`config.mk`:
```
export PLATFORM = sky130hd
export DESIGN_NAME = i2c_cond_monitor
export DESIGN_NICKNAME = d
export VERILOG_FILES = /design/src/rtl/i2cm_pkg.sv /design/src/rtl/i2cm_line_sync.sv /design/src/rtl/i2cm_timer.sv /design/src/rtl/i2c_cond_monitor.sv
export SDC_FILE = /design/constraint.sdc
export NUM_CORES = 1
export LEC_CHECK = 0
export BUFFER_PORTS_ARGS = -buffer_cell sky130_fd_sc_hd__buf_2
export CORE_MARGIN = 4
export CORE_UTILIZATION = 40
export CTS_CLUSTER_DIAMETER = 200
export DETAILED_ROUTE_END_ITERATION = 6
export GPL_TIMING_DRIVEN = 0
export HOLD_SLACK_MARGIN = 0.05
export SLEW_MARGIN = 20
export SYNTH_ARGS = -nofsm -noshare
export SYNTH_HDL_FRONTEND = slang
export SYNTH_SLANG_ARGS = --single-unit
```
`constraint.sdc`:
```
create_clock -name clk -period 7.8 [get_ports clk]
set_clock_uncertainty 0.1 [all_clocks]
set_input_delay 0.78 -clock clk [delete_from_list [all_inputs] [get_ports clk]]
set_output_delay 0.78 -clock clk [all_outputs]
set_load 0.005 [all_outputs]
```
`src/rtl/i2cm_pkg.sv`:
```
package i2cm_pkg;

  typedef enum logic [3:0] {
    PH_IDLE       = 4'd0,
    PH_BEGIN      = 4'd1,
    PH_RESTART    = 4'd2,
    PH_ADDR_WR    = 4'd3,
    PH_ADDR_RD    = 4'd4,
    PH_HOLD_END   = 4'd5,
    PH_FAULT      = 4'd6,
    PH_ACK_TX     = 4'd7,
    PH_ACK_WAIT   = 4'd8,
    PH_ACK_RX     = 4'd9,
    PH_RDACK      = 4'd10,
    PH_RDACK_WAIT = 4'd11,
    PH_TX         = 4'd12,
    PH_RX         = 4'd13
  } phase_e;

  // How a phase treats a START or STOP on the bus
  typedef enum logic [1:0] {
    RULE_OPEN,      // idle: START opens, STOP ignored
    RULE_STRICT,    // any condition is a fault
    RULE_BOUNDARY,  // legal only on the first bit of a byte
    RULE_CLOSING    // STOP closes; START reopens unless faulted
  } rule_e;

  typedef struct packed {
    logic start;
    logic rstart;
    logic stop;
    logic berr;
    logic tmo;
    logic hold;
  } evt_t;

  localparam logic [3:0] LAST_CODE = 4'd13;

  function automatic rule_e rule_of(phase_e p);
    case (p)
      PH_IDLE:               return RULE_OPEN;
      PH_ADDR_WR, PH_RX:     return RULE_BOUNDARY;
      PH_HOLD_END, PH_FAULT: return RULE_CLOSING;
      default:               return RULE_STRICT;
    endcase
  endfunction

  function automatic logic code_ok(logic [3:0] c);
    return c <= LAST_CODE;
  endfunction

endpackage

```
`src/rtl/i2cm_line_sync.sv`:
```
module i2cm_line_sync #(
  parameter int   STAGES    = 2,
  parameter logic RESET_VAL = 1'b1
) (
  input  logic clk,
  input  logic rst_n,
  input  logic pin,
  output logic level,
  output logic rise,
  output logic fall
);
  logic [STAGES-1:0] chain;
  logic              prev;

  for (genvar g = 0; g < STAGES; g++) begin : g_stage
    if (g == 0) begin : g_first
      always_ff @(posedge clk or negedge rst_n)
        if (!rst_n) chain[0] <= RESET_VAL;
        else        chain[0] <= pin;
    end else begin : g_next
      always_ff @(posedge clk or negedge rst_n)
        if (!rst_n) chain[g] <= RESET_VAL;
        else        chain[g] <= chain[g-1];
    end
  end

  always_ff @(posedge clk or negedge rst_n)
    if (!rst_n) prev <= RESET_VAL;
    else        prev <= chain[STAGES-1];

  assign level = chain[STAGES-1];
  assign rise  = level & ~prev;
  assign fall  = ~level & prev;

  a_r2_edges_exclusive: assert property (@(posedge clk) disable iff (!rst_n)
    !(rise && fall));
endmodule

```
`src/rtl/i2cm_timer.sv`:
```
module i2cm_timer #(
  parameter int TMO_CYCLES = 2000
) (
  input  logic clk,
  input  logic rst_n,
  input  logic arm,
  input  logic clear,
  output logic armed,
  output logic expire
);
  localparam int W = $clog2(TMO_CYCLES + 1);
  localparam logic [W-1:0] LOAD = W'(TMO_CYCLES);

  logic [W-1:0] left;

  assign expire = armed && (left == W'(1));

  always_ff @(posedge clk or negedge rst_n)
    if (!rst_n) begin
      armed <= 1'b0;
      left  <= '0;
    end else if (arm) begin
      armed <= 1'b1;
      left  <= LOAD;
    end else if (clear || expire) begin
      armed <= 1'b0;
    end else if (armed) begin
      left <= left - W'(1);
    end

  a_r9_left_in_range: assert property (@(posedge clk) disable iff (!rst_n)
    armed |-> (left != '0 && left <= LOAD));
  a_r9_counts_down: assert property (@(posedge clk) disable iff (!rst_n)
    (armed && $past(armed) && !$past(arm)) |-> left == $past(left) - W'(1));
endmodule

```
`src/rtl/i2c_cond_monitor.sv`:
```
module i2c_cond_monitor
  import i2cm_pkg::*;
#(
  parameter int BITS        = 8,
  parameter int SYNC_STAGES = 2,
  parameter int TMO_CYCLES  = 2000
) (
  input  logic                      clk,
  input  logic                      rst_n,
  input  logic                      scl_i,
  input  logic                      sda_i,
  input  logic                      phase_wr,
  input  logic [3:0]                phase_code,
  input  logic                      bit_shift,
  output logic                      start_pulse,
  output logic                      rstart_pulse,
  output logic                      stop_pulse,
  output logic                      berr_pulse,
  output logic                      tmo_pulse,
  output logic                      scl_hold,
  output logic [3:0]                phase_o,
  output logic [$clog2(BITS+1)-1:0] bit_count
);
  localparam int CW = $clog2(BITS + 1);
  localparam logic [CW-1:0] FULL  = CW'(BITS);
  localparam logic [CW-1:0] FIRST = CW'(BITS - 1);

  logic scl_lvl, scl_rise, scl_fall;
  logic sda_lvl, sda_rise, sda_fall;
  logic start_c, stop_c;
  logic tmr_armed, tmr_expire, do_arm, do_clear;
  phase_e state, nx_state;
  logic [CW-1:0] nx_cnt;
  evt_t ev, ev_q;
  logic acted;

  i2cm_line_sync #(.STAGES(SYNC_STAGES), .RESET_VAL(1'b1)) u_scl (
    .clk(clk), .rst_n(rst_n), .pin(scl_i),
    .level(scl_lvl), .rise(scl_rise), .fall(scl_fall));

  i2cm_line_sync #(.STAGES(SYNC_STAGES), .RESET_VAL(1'b1)) u_sda (
    .clk(clk), .rst_n(rst_n), .pin(sda_i),
    .level(sda_lvl), .rise(sda_rise), .fall(sda_fall));

  // A data edge is judged against the clock level of the same cycle
  assign start_c = sda_fall & scl_lvl;
  assign stop_c  = sda_rise & scl_lvl;

  i2cm_timer #(.TMO_CYCLES(TMO_CYCLES)) u_tmr (
    .clk(clk), .rst_n(rst_n), .arm(do_arm), .clear(do_clear),
    .armed(tmr_armed), .expire(tmr_expire));

  always_comb begin
    nx_state = state;
    nx_cnt   = bit_count;
    ev       = '0;
    do_arm   = 1'b0;
    do_clear = 1'b0;
    if (start_c || stop_c) begin
      unique case (rule_of(state))
        RULE_OPEN: if (start_c) begin
          nx_state = PH_BEGIN; nx_cnt = FULL; do_arm = 1'b1; ev.start = 1'b1;
        end
        RULE_STRICT: begin
          nx_state = PH_FAULT; ev.berr = 1'b1;
        end
        RULE_CLOSING: if (stop_c) begin
          nx_state = PH_IDLE; do_clear = 1'b1; ev.stop = 1'b1; ev.hold = 1'b1;
        end else if (state == PH_HOLD_END) begin
          nx_state = PH_RESTART; nx_cnt = FULL; do_arm = 1'b1; ev.rstart = 1'b1;
        end
        RULE_BOUNDARY: if (bit_count != FIRST) begin
          nx_state = PH_FAULT; ev.berr = 1'b1;
        end else begin
          ev.hold = 1'b1;
          if (stop_c) begin
            nx_state = PH_IDLE; do_clear = 1'b1; ev.stop = 1'b1;
          end else begin
            nx_state = PH_RESTART; nx_cnt = FULL; do_arm = 1'b1; ev.rstart = 1'b1;
          end
        end
      endcase
    end
    acted = |ev;
    if (!acted) begin
      if (tmr_expire) begin
        nx_state = PH_IDLE; ev.tmo = 1'b1;
      end else if (phase_wr && code_ok(phase_code)) begin
        nx_state = phase_e'(phase_code);
      end
      if (bit_shift && nx_cnt != '0) nx_cnt = nx_cnt - CW'(1);
    end
  end

  always_ff @(posedge clk or negedge rst_n)
    if (!rst_n) begin
      state     <= PH_IDLE;
      bit_count <= '0;
      ev_q      <= '0;
    end else begin
      state     <= nx_state;
      bit_count <= nx_cnt;
      ev_q      <= ev;
    end

  assign start_pulse  = ev_q.start;
  assign rstart_pulse = ev_q.rstart;
  assign stop_pulse   = ev_q.stop;
  assign berr_pulse   = ev_q.berr;
  assign tmo_pulse    = ev_q.tmo;
  assign scl_hold     = ev_q.hold;
  assign phase_o      = state;

  a_r3_start_only_from_idle: assert property (@(posedge clk) disable iff (!rst_n)
    start_pulse |-> ($past(state) == PH_IDLE && bit_count == FULL && tmr_armed));
  a_r4_error_lands_in_fault: assert property (@(posedge clk) disable iff (!rst_n)
    berr_pulse |-> state == PH_FAULT);
  a_r5_stop_disarms: assert property (@(posedge clk) disable iff (!rst_n)
    stop_pulse |-> (state == PH_IDLE && !tmr_armed));
  a_r6_restart_arms: assert property (@(posedge clk) disable iff (!rst_n)
    rstart_pulse |-> (state == PH_RESTART && tmr_armed && bit_count == FULL));
  a_r8_hold_with_close: assert property (@(posedge clk) disable iff (!rst_n)
    scl_hold |-> (stop_pulse || rstart_pulse));
  a_r9_timeout_idles: assert property (@(posedge clk) disable iff (!rst_n)
    tmo_pulse |-> (state == PH_IDLE && !tmr_armed && $past(tmr_armed)));
  a_r10_phase_legal: assert property (@(posedge clk) disable iff (!rst_n)
    phase_o <= LAST_CODE);
  a_r11_count_bounded: assert property (@(posedge clk) disable iff (!rst_n)
    bit_count <= FULL);
  a_r12_hold_one_cycle: assert property (@(posedge clk) disable iff (!rst_n)
    scl_hold |=> !scl_hold);
  a_r12_events_exclusive: assert property (@(posedge clk) disable iff (!rst_n)
    $onehot0({start_pulse, rstart_pulse, stop_pulse, berr_pulse, tmo_pulse}));
  a_r2_clock_edges_quiet: assert property (@(posedge clk) disable iff (!rst_n)
    ((scl_rise || scl_fall) && !sda_rise && !sda_fall) |=> !(berr_pulse || start_pulse || rstart_pulse || stop_pulse));
endmodule

```
; Yosys cells after proc, flatten, opt, wreduce, memory -nomap -nowiden
; Cells that the tools add are included.
[word_totals]
reg_bits = 31
inputBits = 10
[classes]
n_addsub = 2
magnitude_cmp = 1
eq_ne = 10
muxes = 48
bitwise_logic = 6
reduce_logical = 14
[ops]
columns = cell, n
row1 = two-way mux 4 bit, 16
row2 = two-way mux 11 bit, 3
row3 = two-way mux 1 bit, 17
row4 = case mux 4 bit (4 select lines), 1
row5 = case mux 4 bit (3 select lines), 1
row6 = equality test 11 x 1 -> 1 bit (second input constant), 1
row7 = subtractor 11 x 1 -> 11 bit (second input constant), 1
row8 = equality test 4 x 3 -> 1 bit (second input constant), 2
row9 = two-way mux 2 bit, 3
row10 = case mux 1 bit (2 select lines), 3
row11 = case mux 2 bit (3 select lines), 1
row12 = OR reduction 5 bit, 1
row13 = bitwise AND 1 bit, 4
row14 = equality test 2 bit (second input constant), 2
row15 = equality test 4 x 2 -> 1 bit (second input constant), 1
row16 = equality test 4 bit (second input constant), 1
row17 = less-or-equal comparator 4 bit (second input constant), 1
row18 = zero test 4 bit, 1
row19 = inequality test 4 x 3 -> 1 bit (second input constant), 1
row20 = case mux 2 bit (2 select lines), 1
row21 = nonzero test 2 bit, 2
row22 = nonzero test 4 bit, 1
row23 = OR reduction 2 bit, 2
row24 = subtractor 4 x 1 -> 4 bit (second input constant), 1
row25 = 9 further kinds, 13

; Longest topological paths before layout
; Gate-level depths: netlist of run 1.
[depth]
ltp_word = 12
depth_mapped = 12
mapped_depth_nobuf = 10

; Hierarchy
; A second synthesis of run 1 with hierarchy kept.
[hier_totals]
hier_cells = 196
hier_area_um2 = 1940.6
[modules_own_cells]
columns = mod, n_inst, cells_each, area_each_um2, seq_area_each_um2
row1 = i2c_cond_monitor, 1, 104, 962.2, 350.3
row2 = i2cm_timer, 1, 82, 790.8, 300.3
row3 = i2cm_line_sync, 2, 5, 93.8, 78.8

; Least setup slack after synthesis of run 1
; OpenSTA, ideal clock, no wires.
[synth_path]
kind = flip-flop to flip-flop
from = register u_scl.chain[1] (netlist: u_scl.level)
to = register bit_count[0]
arrival_time_ps = 2354
setup_slack_ps = 5267
stages_incl_launch_ff = 13
path_buffers = 2
path_cell_list = dfstp_2 > and3b_1 > clkbuf_1 > a21oi_1 > o31ai_1 > a21o_1 > buf_4 > nand2_1 > ha_1 > nor2b_1 > nand2b_1 > and3_1 > mux2i_1
[synth_via]
elab_chain_cells = 9
elab_cells_between_ends = 25
[synth_rtl]
columns = item, line_no
row1 = "start, declared", i2cm_line_sync.sv:12  ; logic [STAGES-1:0] chain;
row2 = "start signal, assigned by index", i2cm_line_sync.sv:23  ; else chain[g] <= chain[g-1];
row3 = "parallel branches: the longest is 8 deep, another holds subtractor 4 x 1 -> 4 bit", --
row4 = two-way mux 4 bit (*), i2c_cond_monitor.sv:85  ; if (!acted) begin
row5 = net nx_cnt[0], i2c_cond_monitor.sv:33  ; logic [CW-1:0] nx_cnt;
row6 = "end signal, assigned", i2c_cond_monitor.sv:102  ; bit_count <= nx_cnt;
row7 = "end, declared", i2c_cond_monitor.sv:22  ; output logic [$clog2(BITS+1)-1:0] bit_count
; Mark *: on every way through the listed nets, which the timed path passes.
; A chain may end at the register's enable or synchronous reset.

; Worst setup path in the final report of run 1
; Same ends and word-level chain as after synthesis.

==> impl_metrics.env, run 1 <==
export IMPL_clockBufferDepth=2
export IMPL_cts_buffers=5
export IMPL_min_period_over_period_pct=37.9
export IMPL_gp_congestion=0.870
export IMPL_largest_register_ffs=11
export IMPL_hpwl_mm=2.88
export IMPL_placed_area_mm2=0.00191
export IMPL_required_ns=7.90
export IMPL_worst_pin_slew_ns=0.678
export IMPL_setup_violations=0
export IMPL_yosysWarnings=0
export IMPL_synth_edf_count=0
export IMPL_antenna_found_initial=0
export IMPL_start_util_pct=42.4
export IMPL_synth_seq_cells=31
export IMPL_wl_per_cell_um=14.7
export IMPL_cts_sinks=31
export IMPL_cts_tree="built"
export IMPL_hold_viol=0
export IMPL_critPathMaxFanout=10
export IMPL_vias_per_cell=5.65
export IMPL_fin_util_pct=49.6
export IMPL_grt_pass1_wl_mm=6.44
export IMPL_synth_seq_area_share_pct=45.1
export IMPL_area_growth_pct=17.0
export IMPL_synth_top_cell_by_area="dfrtp_1"
export IMPL_synth_ff_type="dfrtp_1"
export IMPL_async_flop_share_pct=100
export IMPL_crit_arrival_ns=3.06
export IMPL_n_antenna_cell=0
export IMPL_crit_path_max_incr_delay_ns=0.56
export IMPL_top_regs="u_tmr.left (11), bit_count (4), phase_o (4)"
export IMPL_route_detailed_drc=0
export IMPL_cpMaxStageDelayCell="dfstp_2"
export IMPL_layout_drive_gt1_share_pct=23.8
export IMPL_hold_ws_ns=0.256
export IMPL_io_buffer_count=23
export IMPL_die_area_mm2=0.00545
export IMPL_netlist_instances=183
export IMPL_num_rows=23
export IMPL_p_total_w=0.000656
export IMPL_startpoint_type="flip-flop"
export IMPL_ant_nets=0
export IMPL_synth_top_cell_area_share_pct=37.5
export IMPL_min_path_type="flip-flop to flip-flop"
export IMPL_clkLatencyLatePin_ns=0.28
export IMPL_drt_pass1_iterations=4
export IMPL_crit_type="flip-flop to flip-flop"
export IMPL_yosysUniqueCellTypes=52
export IMPL_wl_mm=3.89
export IMPL_timing_fmax_mhz=339
export IMPL_top_register="u_tmr.left"
export IMPL_power_density_mw_per_mm2=323
export IMPL_final_min_clock_period_ns=2.95
export IMPL_synth_area_mm2=0.00173
export IMPL_maxSlewHeadroom_pct=54.8
export IMPL_finalInstanceArea_mm2=0.00203
export IMPL_grt_overflow=0
export IMPL_maxCapViolations=0
export IMPL_post_cts_setup_buffers=0
export IMPL_cts_hold_buffers=0
export IMPL_avgSynthCellArea_um2=9.47
export IMPL_cp_end_kind="flip-flop"
export IMPL_post_cts_resized=0
export IMPL_grt_max_degree=32
export IMPL_p_leak_nw=0.884
export IMPL_ys_top_cells_by_count="26 x dfrtp_1, 19 x nand2_1, 15 x nor2_1"
export IMPL_root_buffer="clkbuf_8"
export IMPL_path_clk_slew_ns=0.06
export IMPL_hold_path_cell_count=0
export IMPL_path_buf_inv=2
export IMPL_finalMaxSlewViolations=0
export IMPL_r2r_worst_path_cells=12
export IMPL_synth_net_count=196
export IMPL_path_cells="and3b_1, clkbuf_1, a21oi_1, o31ai_1, a21o_1, buf_4, nand2_1, ha_1, nor2b_1, nand2b_1, and3_1, mux2i_1"
export IMPL_status="completed"
export IMPL_drtIter0Drc=77
export IMPL_crit_cells=12
export IMPL_die_h_um=73.8
export IMPL_synth_area_leaders="dfrtp_1 38%, dfstp_2 7.6%, xnor2_1 5.1%, nand2_1 4.1%, nor2_1 3.2%"
export IMPL_synth_most_common_cell="dfrtp_1"
export IMPL_vias=1491
export IMPL_grt_setup_unrepaired="no"
export IMPL_critical_path_top_delay_family="simple AND/OR/NAND/NOR gates"
export IMPL_max_vdd_ir_drop_mv=0.165
export IMPL_final_nets=226
export IMPL_first_global_vias=1477
export IMPL_finalSetupTns_ns=0
export IMPL_chipWidth_um=73.8
export IMPL_cts_htree_levels=2
export IMPL_core_area_mm2=0.00409
export IMPL_io_pins=24
export IMPL_grt_usage_pct=15.4
-- placed cells by master (no fill, tap or decap), drive strengths merged, types with 3 or more instances in the layout --
cell,instances
nand2,19
nor4,5
dfstp,5
o21ai,11
nand2b,5
nand3,4
clkbuf,7
xnor2,10
inv,7
a21oi,11
nor2,15
buf,29
nor2b,5
nor3,11
ha,3
a31oi,3
dfrtp,26
-- worst paths after layout --
| path | start | endpoint | slack, ns |
|---|---|---|---|
| setup / recovery | u_scl.level | bit_count[0] | 4.85 |
| hold / removal | u_sda.chain[0] | u_sda.level | 0.26 |
| max in group asynchronous | rst_n | bit_count[3] | 6.73 |
| setup reg to reg | u_scl.level | bit_count[0] | 4.85 |
| hold reg to reg | u_sda.chain[0] | u_sda.level | 0.26 |
| min in group asynchronous | rst_n | u_tmr.left[7] | 0.44 |
-- final cells by class --
type                            count  area [µm²]
Sequential cell                    31         782
Tap cell                           50        62.6
Clock inverter                      2        35.0
Inverter                            7        26.3
Buffer                              7        41.3
Multi-Input combinational cell    138         883
Clock buffer                        6        82.6
Timing Repair Buffer               23         115
Fill cell                         396        2060
-- report_power, final --
part / switching, W / leakage (nW) / internal (W)
Combinational: 0.000125 / 0.454 / 0.000105
Sequential: 0.0000535 / 0.369 / 0.000211
Clock: 0.0000583 / 0.0612 / 0.000103
-- through the flow --
step                setup slack, ns  cells
finish                         4.85    264
global route                   4.66    264
CTS                            4.89    264
detailed placement             4.94    256
global placement               4.97    256
floorplan                      5.27    183
-- layer usage --
metal	part of all wire (%)	up-vias	GRT usage [%]
li1	-	714	-
met1	42	720	18.5
met2	50	47	25.5
met3	5.3	10	4.24
met4	2.0	0	6.84
met5	0	-	0
-- kinds of logic (layout without fill, tap and decap cells) --
group,count (synthesis),count (layout),share of synthesized area [%]
multiplexers,2,2,1.16
AND/OR/NAND/NOR,82,82,26.9
buffers and inverters,14,45,3.90
AO/OA/AOI/OAI,40,40,15.2
adder cells (fa/ha/maj),3,3,2.17
flip-flops,31,31,45.1
XOR/XNOR,11,11,5.56
Note: power is estimated with default switching activity, not from simulation.
==> inputs of run 2 (changes only) <==
==> constraint.sdc (replaced) <==
create_clock -name clk -period 2.47 [get_ports clk]
set_clock_uncertainty 0.1 [all_clocks]
set_input_delay 0.247 -clock clk [delete_from_list [all_inputs] [get_ports clk]]
set_output_delay 0.247 -clock clk [all_outputs]
set_load 0.005 [all_outputs]
==> run 2 against run 1 <==
Utilization rose by 4.9 points. Clock power rose to 3.2 times the previous value. Via count rose by 4.6%. Sequential share of layout area fell by 3.5 points. First-iteration DRC count rose by 57%. Global-route usage rose by 1.9 points. Non-clock buffer count rose by 15. Setup slack got worse by 4.8 ns. Routed wire length rose by 8.6%.
==> impl_metrics.env, run 2 (synthesized netlist as in run 1, its figures left out) <==
export IMPL_crit_type="flip-flop to flip-flop"
export IMPL_worst_pin_slew_ns=0.703
export IMPL_vias_per_cell=5.59
export IMPL_chipWidth_um=73.8
export IMPL_p_total_w=0.00218
export IMPL_grt_usage_pct=17.2
export IMPL_drtIter0Drc=121
export IMPL_ant_nets=0
export IMPL_crit_arrival_ns=2.53
export IMPL_path_cells="and3b_1, clkbuf_8, a21oi_2, o31ai_2, a21o_1, buf_6, nand2_4, ha_4, nor2b_4, nand2b_1, and3_4, mux2i_1"
export IMPL_min_period_over_period_pct=98.3
export IMPL_first_global_vias=1582
export IMPL_startpoint_type="flip-flop"
export IMPL_maxCapViolations=0
export IMPL_ff_latch_area_um2=782
export IMPL_vias=1559
export IMPL_critPathMaxFanout=3
export IMPL_layout_drive_gt1_share_pct=32.3
export IMPL_min_path_type="primary input to flip-flop"
export IMPL_num_rows=23
export IMPL_die_area_mm2=0.00545
export IMPL_route_detailed_drc=0
export IMPL_io_pins=24
export IMPL_hold_ws_ns=0.178
export IMPL_setup_violations=0
export IMPL_max_vdd_ir_drop_mv=0.589
export IMPL_place_ws_ns=-0.221
export IMPL_top_register="u_tmr.left"
export IMPL_nFillCells=374
export IMPL_dp_cells=256
export IMPL_n_antenna_cell=0
export IMPL_grt_setup_unrepaired="yes"
export IMPL_antenna_found_initial=0
export IMPL_mostFrequentLayoutCell="dfrtp_1"
export IMPL_fin_ws_ns=0.0416
export IMPL_hold_viol=0
export IMPL_die_h_um=73.8
export IMPL_cts_tree="built"
export IMPL_finalMaxSlewViolations=0
export IMPL_path_clk_slew_ns=0.07
export IMPL_instances_no_fill=279
export IMPL_top_regs="u_tmr.left (11), bit_count (4), phase_o (4)"
export IMPL_start_util_pct=42.4
export IMPL_path_buf_inv=2
export IMPL_wl_per_cell_um=15.1
export IMPL_wl_mm=4.22
export IMPL_grt_pass1_wl_mm=7.21
export IMPL_cts_htree_levels=2
export IMPL_root_buffer="clkbuf_8"
export IMPL_cpMaxStageDelayCell="dfstp_2"
export IMPL_clkLatencyLatePin_ns=0.28
export IMPL_io_buffer_count=23
export IMPL_required_ns=2.57
export IMPL_cts_buffers=5
export IMPL_multiInputGateArea_um2=945
export IMPL_p_leak_nw=0.978
export IMPL_maxSlewHeadroom_pct=53.1
export IMPL_grt_max_degree=32
export IMPL_gp_congestion=0.837
export IMPL_clockBufferDepth=2
export IMPL_cp_end_kind="flip-flop"
export IMPL_crit_path_max_incr_delay_ns=0.55
export IMPL_area_growth_pct=28.7
export IMPL_grt_overflow=0
export IMPL_final_cell_mix="26 x dfrtp_1, 25 x buf_2, 17 x nand2_1"
export IMPL_core_area_mm2=0.00409
export IMPL_status="completed"
export IMPL_power_density_mw_per_mm2=980
export IMPL_critical_path_top_delay_family="simple AND/OR/NAND/NOR gates"
export IMPL_largest_register_ffs=11
export IMPL_final_min_clock_period_ns=2.43
export IMPL_cts_sinks=31
export IMPL_hpwl_mm=3.04
export IMPL_timing_fmax_mhz=412
export IMPL_final_nets=241
export IMPL_drt_pass1_iterations=4
-- run 2: changes by cell type in the layout (fill, tap and decap cells not counted), sizes merged --
cell,change
buf,+11
clkbuf,+1
dlygate4sd3,+3
-- run 2: power by group --
| part | internal (W) | switching [W] |
|---|---|---|
| sequential | 0.000665 | 0.000189 |
| combinational | 0.000402 | 0.000421 |
| clock | 0.000326 | 0.000182 |
| total | 0.00139 | 0.000792 |
-- run 2: layer usage --
layer	global-route usage, %	vias up	share of wire (%)
met1	19.9	772	41
met3	4.65	8	4.2
met4	7.44	0	1.6
met5	0	-	0
li1	-	742	-
met2	29.7	37	53
-- run 2: timing repair --
item	4_1_cts	5_1_grt
pin swaps	6	6
buffers inserted	7	5
endpoints found under the hold margin	28	0
setup endpoints to repair	3	3
hold buffers	3	0
gates resized for setup	15	4
-- run 2: per-stage QoR --
stage / utilization (%) / instance area, µm² / setup TNS, ns
6_report: 54.6 / 2230 / 0
5_1_grt: 54.6 / 2230 / -0.175
4_1_cts: 53.2 / 2170 / 0
3_5_place_dp: 47.0 / 1920 / -0.473
3_3_place_gp: 47.0 / 1920 / -0.377
2_1_floorplan: - / 1740 / 0
-- run 2: path summary, 6_finish.rpt --
kind	start	to	slack, ns	cells after the start
setup / recovery	u_sda.level	bit_count[0]	0.04	12
hold / removal	bit_shift	bit_count[1]	0.18	3
setup reg to reg	u_sda.level	bit_count[0]	0.04	12
hold reg to reg	u_sda.chain[0]	u_sda.level	0.26	0
max in group asynchronous	rst_n	bit_count[1]	1.36	2
min in group asynchronous	rst_n	bit_count[3]	0.45	2
-- run 2: worst reg2reg max path, stage by stage (launching register included) --
cell and delay [ns]:
dfstp_2 0.55, and3b_1 0.18, clkbuf_8 0.13, a21oi_2 0.03
o31ai_2 0.23, a21o_1 0.20, buf_6 0.12, nand2_4 0.06
ha_4 0.17, nor2b_4 0.12, nand2b_1 0.10, and3_4 0.19
mux2i_1 0.17
-- run 2: area by class of cell --
type                    count  area share, %
clock inverters             2           1.57
repair buffers             38           10.7
clock buffers               6           3.70
multi-input cells         138           42.4
well taps                  50           2.81
flip-flops and latches     31           35.1
inverters                   7           1.18
plain buffers               7           2.58
==> inputs of run 3 (changes only) <==
--- a/config.mk
+++ b/config.mk
@@ -5,10 +5,12 @@
 export SDC_FILE = /design/constraint.sdc
 export NUM_CORES = 1
 export LEC_CHECK = 0
+export ABC_AREA = 1
 export BUFFER_PORTS_ARGS = -buffer_cell sky130_fd_sc_hd__buf_2
 export CORE_MARGIN = 4
 export CORE_UTILIZATION = 40
 export CTS_CLUSTER_DIAMETER = 200
+export CTS_CLUSTER_SIZE = 30
 export DETAILED_ROUTE_END_ITERATION = 6
 export GPL_TIMING_DRIVEN = 0
 export HOLD_SLACK_MARGIN = 0.05
==> run 3 against run 2 <==
Global-route usage is 2.7 points lower. Routed wire length fell by 10%. Critical path depth unchanged. Clock power decreased by 26%. Combinational power increased by 15%. Hold slack worse by 0.046 ns.
==> impl_metrics.env, run 3 <==
export IMPL_core_area_mm2=0.00441
export IMPL_synth_compound_area_share_pct=9.00
export IMPL_finalSetupTns_ns=0
export IMPL_drtIter0Drc=97
export IMPL_critPathMaxFanout=10
export IMPL_hpwl_mm=2.90
export IMPL_status="completed"
export IMPL_ys_top_cells_by_count="50 x nand2_1, 28 x inv_1, 26 x dfrtp_1"
export IMPL_cts_hold_buffers=3
export IMPL_num_rows=24
export IMPL_maxSlewHeadroom_pct=52.8
export IMPL_nFillCells=441
export IMPL_path_clk_slew_ns=0.07
export IMPL_final_nets=274
export IMPL_top_regs="u_tmr.left (11), bit_count (4), phase_o (4)"
export IMPL_multiInputGateArea_um2=920
export IMPL_mostFrequentLayoutCell="nand2_1"
export IMPL_crit_arrival_ns=2.28
export IMPL_synthAdderAreaFrac_pct=2.03
export IMPL_cts_buffers=5
export IMPL_avgSynthCellArea_um2=8.11
export IMPL_vias_per_cell=4.99
export IMPL_min_path_type="primary input to flip-flop"
export IMPL_root_buffer="clkbuf_8"
export IMPL_synth_edf_count=0
export IMPL_fin_ws_ns=0.273
export IMPL_post_cts_setup_buffers=0
export IMPL_top_register="u_tmr.left"
export IMPL_hold_path_cell_count=3
export IMPL_first_global_vias=1563
export IMPL_power_density_mw_per_mm2=1020
export IMPL_synth_top_family_by_area="simple AND/OR/NAND/NOR gates"
export IMPL_yosysWarnings=0
export IMPL_finalMaxSlewViolations=0
export IMPL_r2r_worst_path_cells=12
export IMPL_hp_start="phase_code[3]"
export IMPL_grt_setup_unrepaired="no"
export IMPL_synth_net_count=241
export IMPL_timing_fmax_mhz=455
export IMPL_chipWidth_um=76.0
export IMPL_place_ws_ns=0.265
export IMPL_area_growth_pct=15.9
export IMPL_cts_sinks=31
export IMPL_layout_drive_gt1_share_pct=28.2
export IMPL_clockBufferDepth=2
export IMPL_async_flop_share_pct=100
export IMPL_rr_endpoint="bit_count[1]"
export IMPL_synth_most_common_cell="nand2_1"
export IMPL_min_period_over_period_pct=89.0
export IMPL_synth_area_mm2=0.00185
export IMPL_die_h_um=76.0
export IMPL_instances_no_fill=314
export IMPL_synth_top_cell_by_area="dfrtp_1"
export IMPL_startpoint_type="flip-flop"
export IMPL_antenna_found_initial=0
export IMPL_max_vdd_ir_drop_mv=0.414
export IMPL_io_buffer_count=23
export IMPL_netlist_instances=228
export IMPL_drt_pass1_iterations=4
export IMPL_start_util_pct=41.9
export IMPL_required_ns=2.55
export IMPL_wl_per_cell_um=12.1
export IMPL_final_cell_mix="50 x nand2_1, 28 x inv_1, 26 x dfrtp_1"
export IMPL_crit_type="flip-flop to flip-flop"
export IMPL_ant_nets=0
export IMPL_hold_viol=0
export IMPL_setup_violations=0
export IMPL_synth_seq_area_share_pct=42.3
export IMPL_regToRegSetupSlack_ns=0.27
export IMPL_placed_area_mm2=0.00203
export IMPL_finalInstanceArea_mm2=0.00214
export IMPL_synth_ff_type="dfrtp_1"
export IMPL_vias=1568
export IMPL_final_min_clock_period_ns=2.20
export IMPL_largest_register_ffs=11
export IMPL_gp_congestion=0.832
export IMPL_p_leak_nw=1.15
export IMPL_post_cts_resized=0
export IMPL_clkLatencyLatePin_ns=0.28
export IMPL_r2r_start="u_sda.level"
export IMPL_synth_area_mux_share_pct=0.542
export IMPL_cp_end_kind="flip-flop"
export IMPL_maxCapViolations=0
export IMPL_cts_htree_levels=2
export IMPL_route_detailed_drc=0
export IMPL_crit_path_end="bit_count[1]"
export IMPL_synth_xor_area_share_pct=0.948
export IMPL_n_antenna_cell=0
export IMPL_grt_overflow=0
export IMPL_yosysUniqueCellTypes=35
export IMPL_grt_max_degree=32
export IMPL_synth_top_cell_area_share_pct=35.2
export IMPL_dp_cells=303
export IMPL_cts_tree="built"
export IMPL_io_pins=24
export IMPL_grt_usage_pct=14.5
export IMPL_fin_util_pct=48.5
export IMPL_worst_pin_slew_ns=0.708
export IMPL_grt_pass1_wl_mm=6.96
export IMPL_crit_start="u_sda.level"
export IMPL_wl_mm=3.80
export IMPL_die_area_mm2=0.00577
export IMPL_synthSimpleGateAreaFrac_pct=37.2
export IMPL_synth_area_leaders="dfrtp_1 35%, nand2_1 10%, dfstp_2 7.1%, inv_1 5.7%, nor2_1 4.3%"
export IMPL_synth_seq_cells=31
export IMPL_ff_latch_area_um2=782
run 3: cell types whose count changed in the layout (fill, tap and decap cells not counted), sizes merged, moves of 9 or more:
cell and delta:
xnor2 -10, nand2 +41, inv +28, nor2 +15, nand3 +15, nand4 +9
buf -16
run 3: area by class of cell:
cell class              instances  area share [%]
clock inverters                 3           0.701
multi-input cells             160            42.9
well taps                      52            3.04
repair buffers                 26            6.78
flip-flops and latches         31            36.5
plain buffers                   1           0.526
inverters                      36            6.31
clock buffers                   5            3.21
run 3: power by group:
| group | leakage [nW] | internal, W | switching, W | total (W) |
|---|---|---|---|---|
| clock | 0.0477 | 0.000192 | 0.000186 | 0.000378 |
| sequential | 0.376 | 0.000674 | 0.000180 | 0.000854 |
| combinational | 0.728 | 0.000368 | 0.000580 | 0.000949 |
run 3: kinds of logic (layout without fill, tap and decap cells):
logic type / count (synthesis) / in the layout
buffers and inverters: 37 / 71
AO/OA/AOI/OAI: 26 / 26
multiplexers: 1 / 1
AND/OR/NAND/NOR: 128 / 128
XOR/XNOR: 2 / 2
adder cells (fa/ha/maj): 3 / 3
flip-flops: 31 / 31
run 3: through the flow:
| step | hold slack [ns] | power [W] |
|---|---|---|
| floorplan | -0.149 | 0.00156 |
| global placement | 0.236 | 0.00180 |
| detailed placement | 0.238 | 0.00182 |
| CTS | 0.124 | 0.00222 |
| global route | 0.142 | 0.00242 |
| finish | 0.131 | 0.00218 |
run 3: worst min-delay path by stage:
stage / end / slack, ns
final: phase_o[3] / 0.13
after global routing: phase_o[3] / 0.14
after CTS: phase_o[3] / 0.12
after detailed placement: phase_o[1] / 0.24
after global placement: phase_o[2] / 0.24
after floorplan: berr_pulse / -0.15
run 3: worst max-delay path, cell delays in order (launching register included):
cell	delay, ns
dfstp_2	0.56
nand3b_1	0.17
nand3_1	0.19
nand3_2	0.11
nand2_4	0.10
buf_6	0.15
nand2_1	0.08
ha_1	0.20
a21boi_4	0.14
nand2_2	0.10
nand2_4	0.07
nand2_1	0.07
o21ai_2	0.05
run 3: layer usage:
layer  up-vias  GRT usage [%]  part of all wire [%]  wire, µm
li1        814              -                     -         -
met1       709           19.6                    49      1860
met2        35           21.5                    43      1640
met3        10           3.31                   5.2       196
met4         0           7.47                   2.8       105
met5         -              0                     0         0
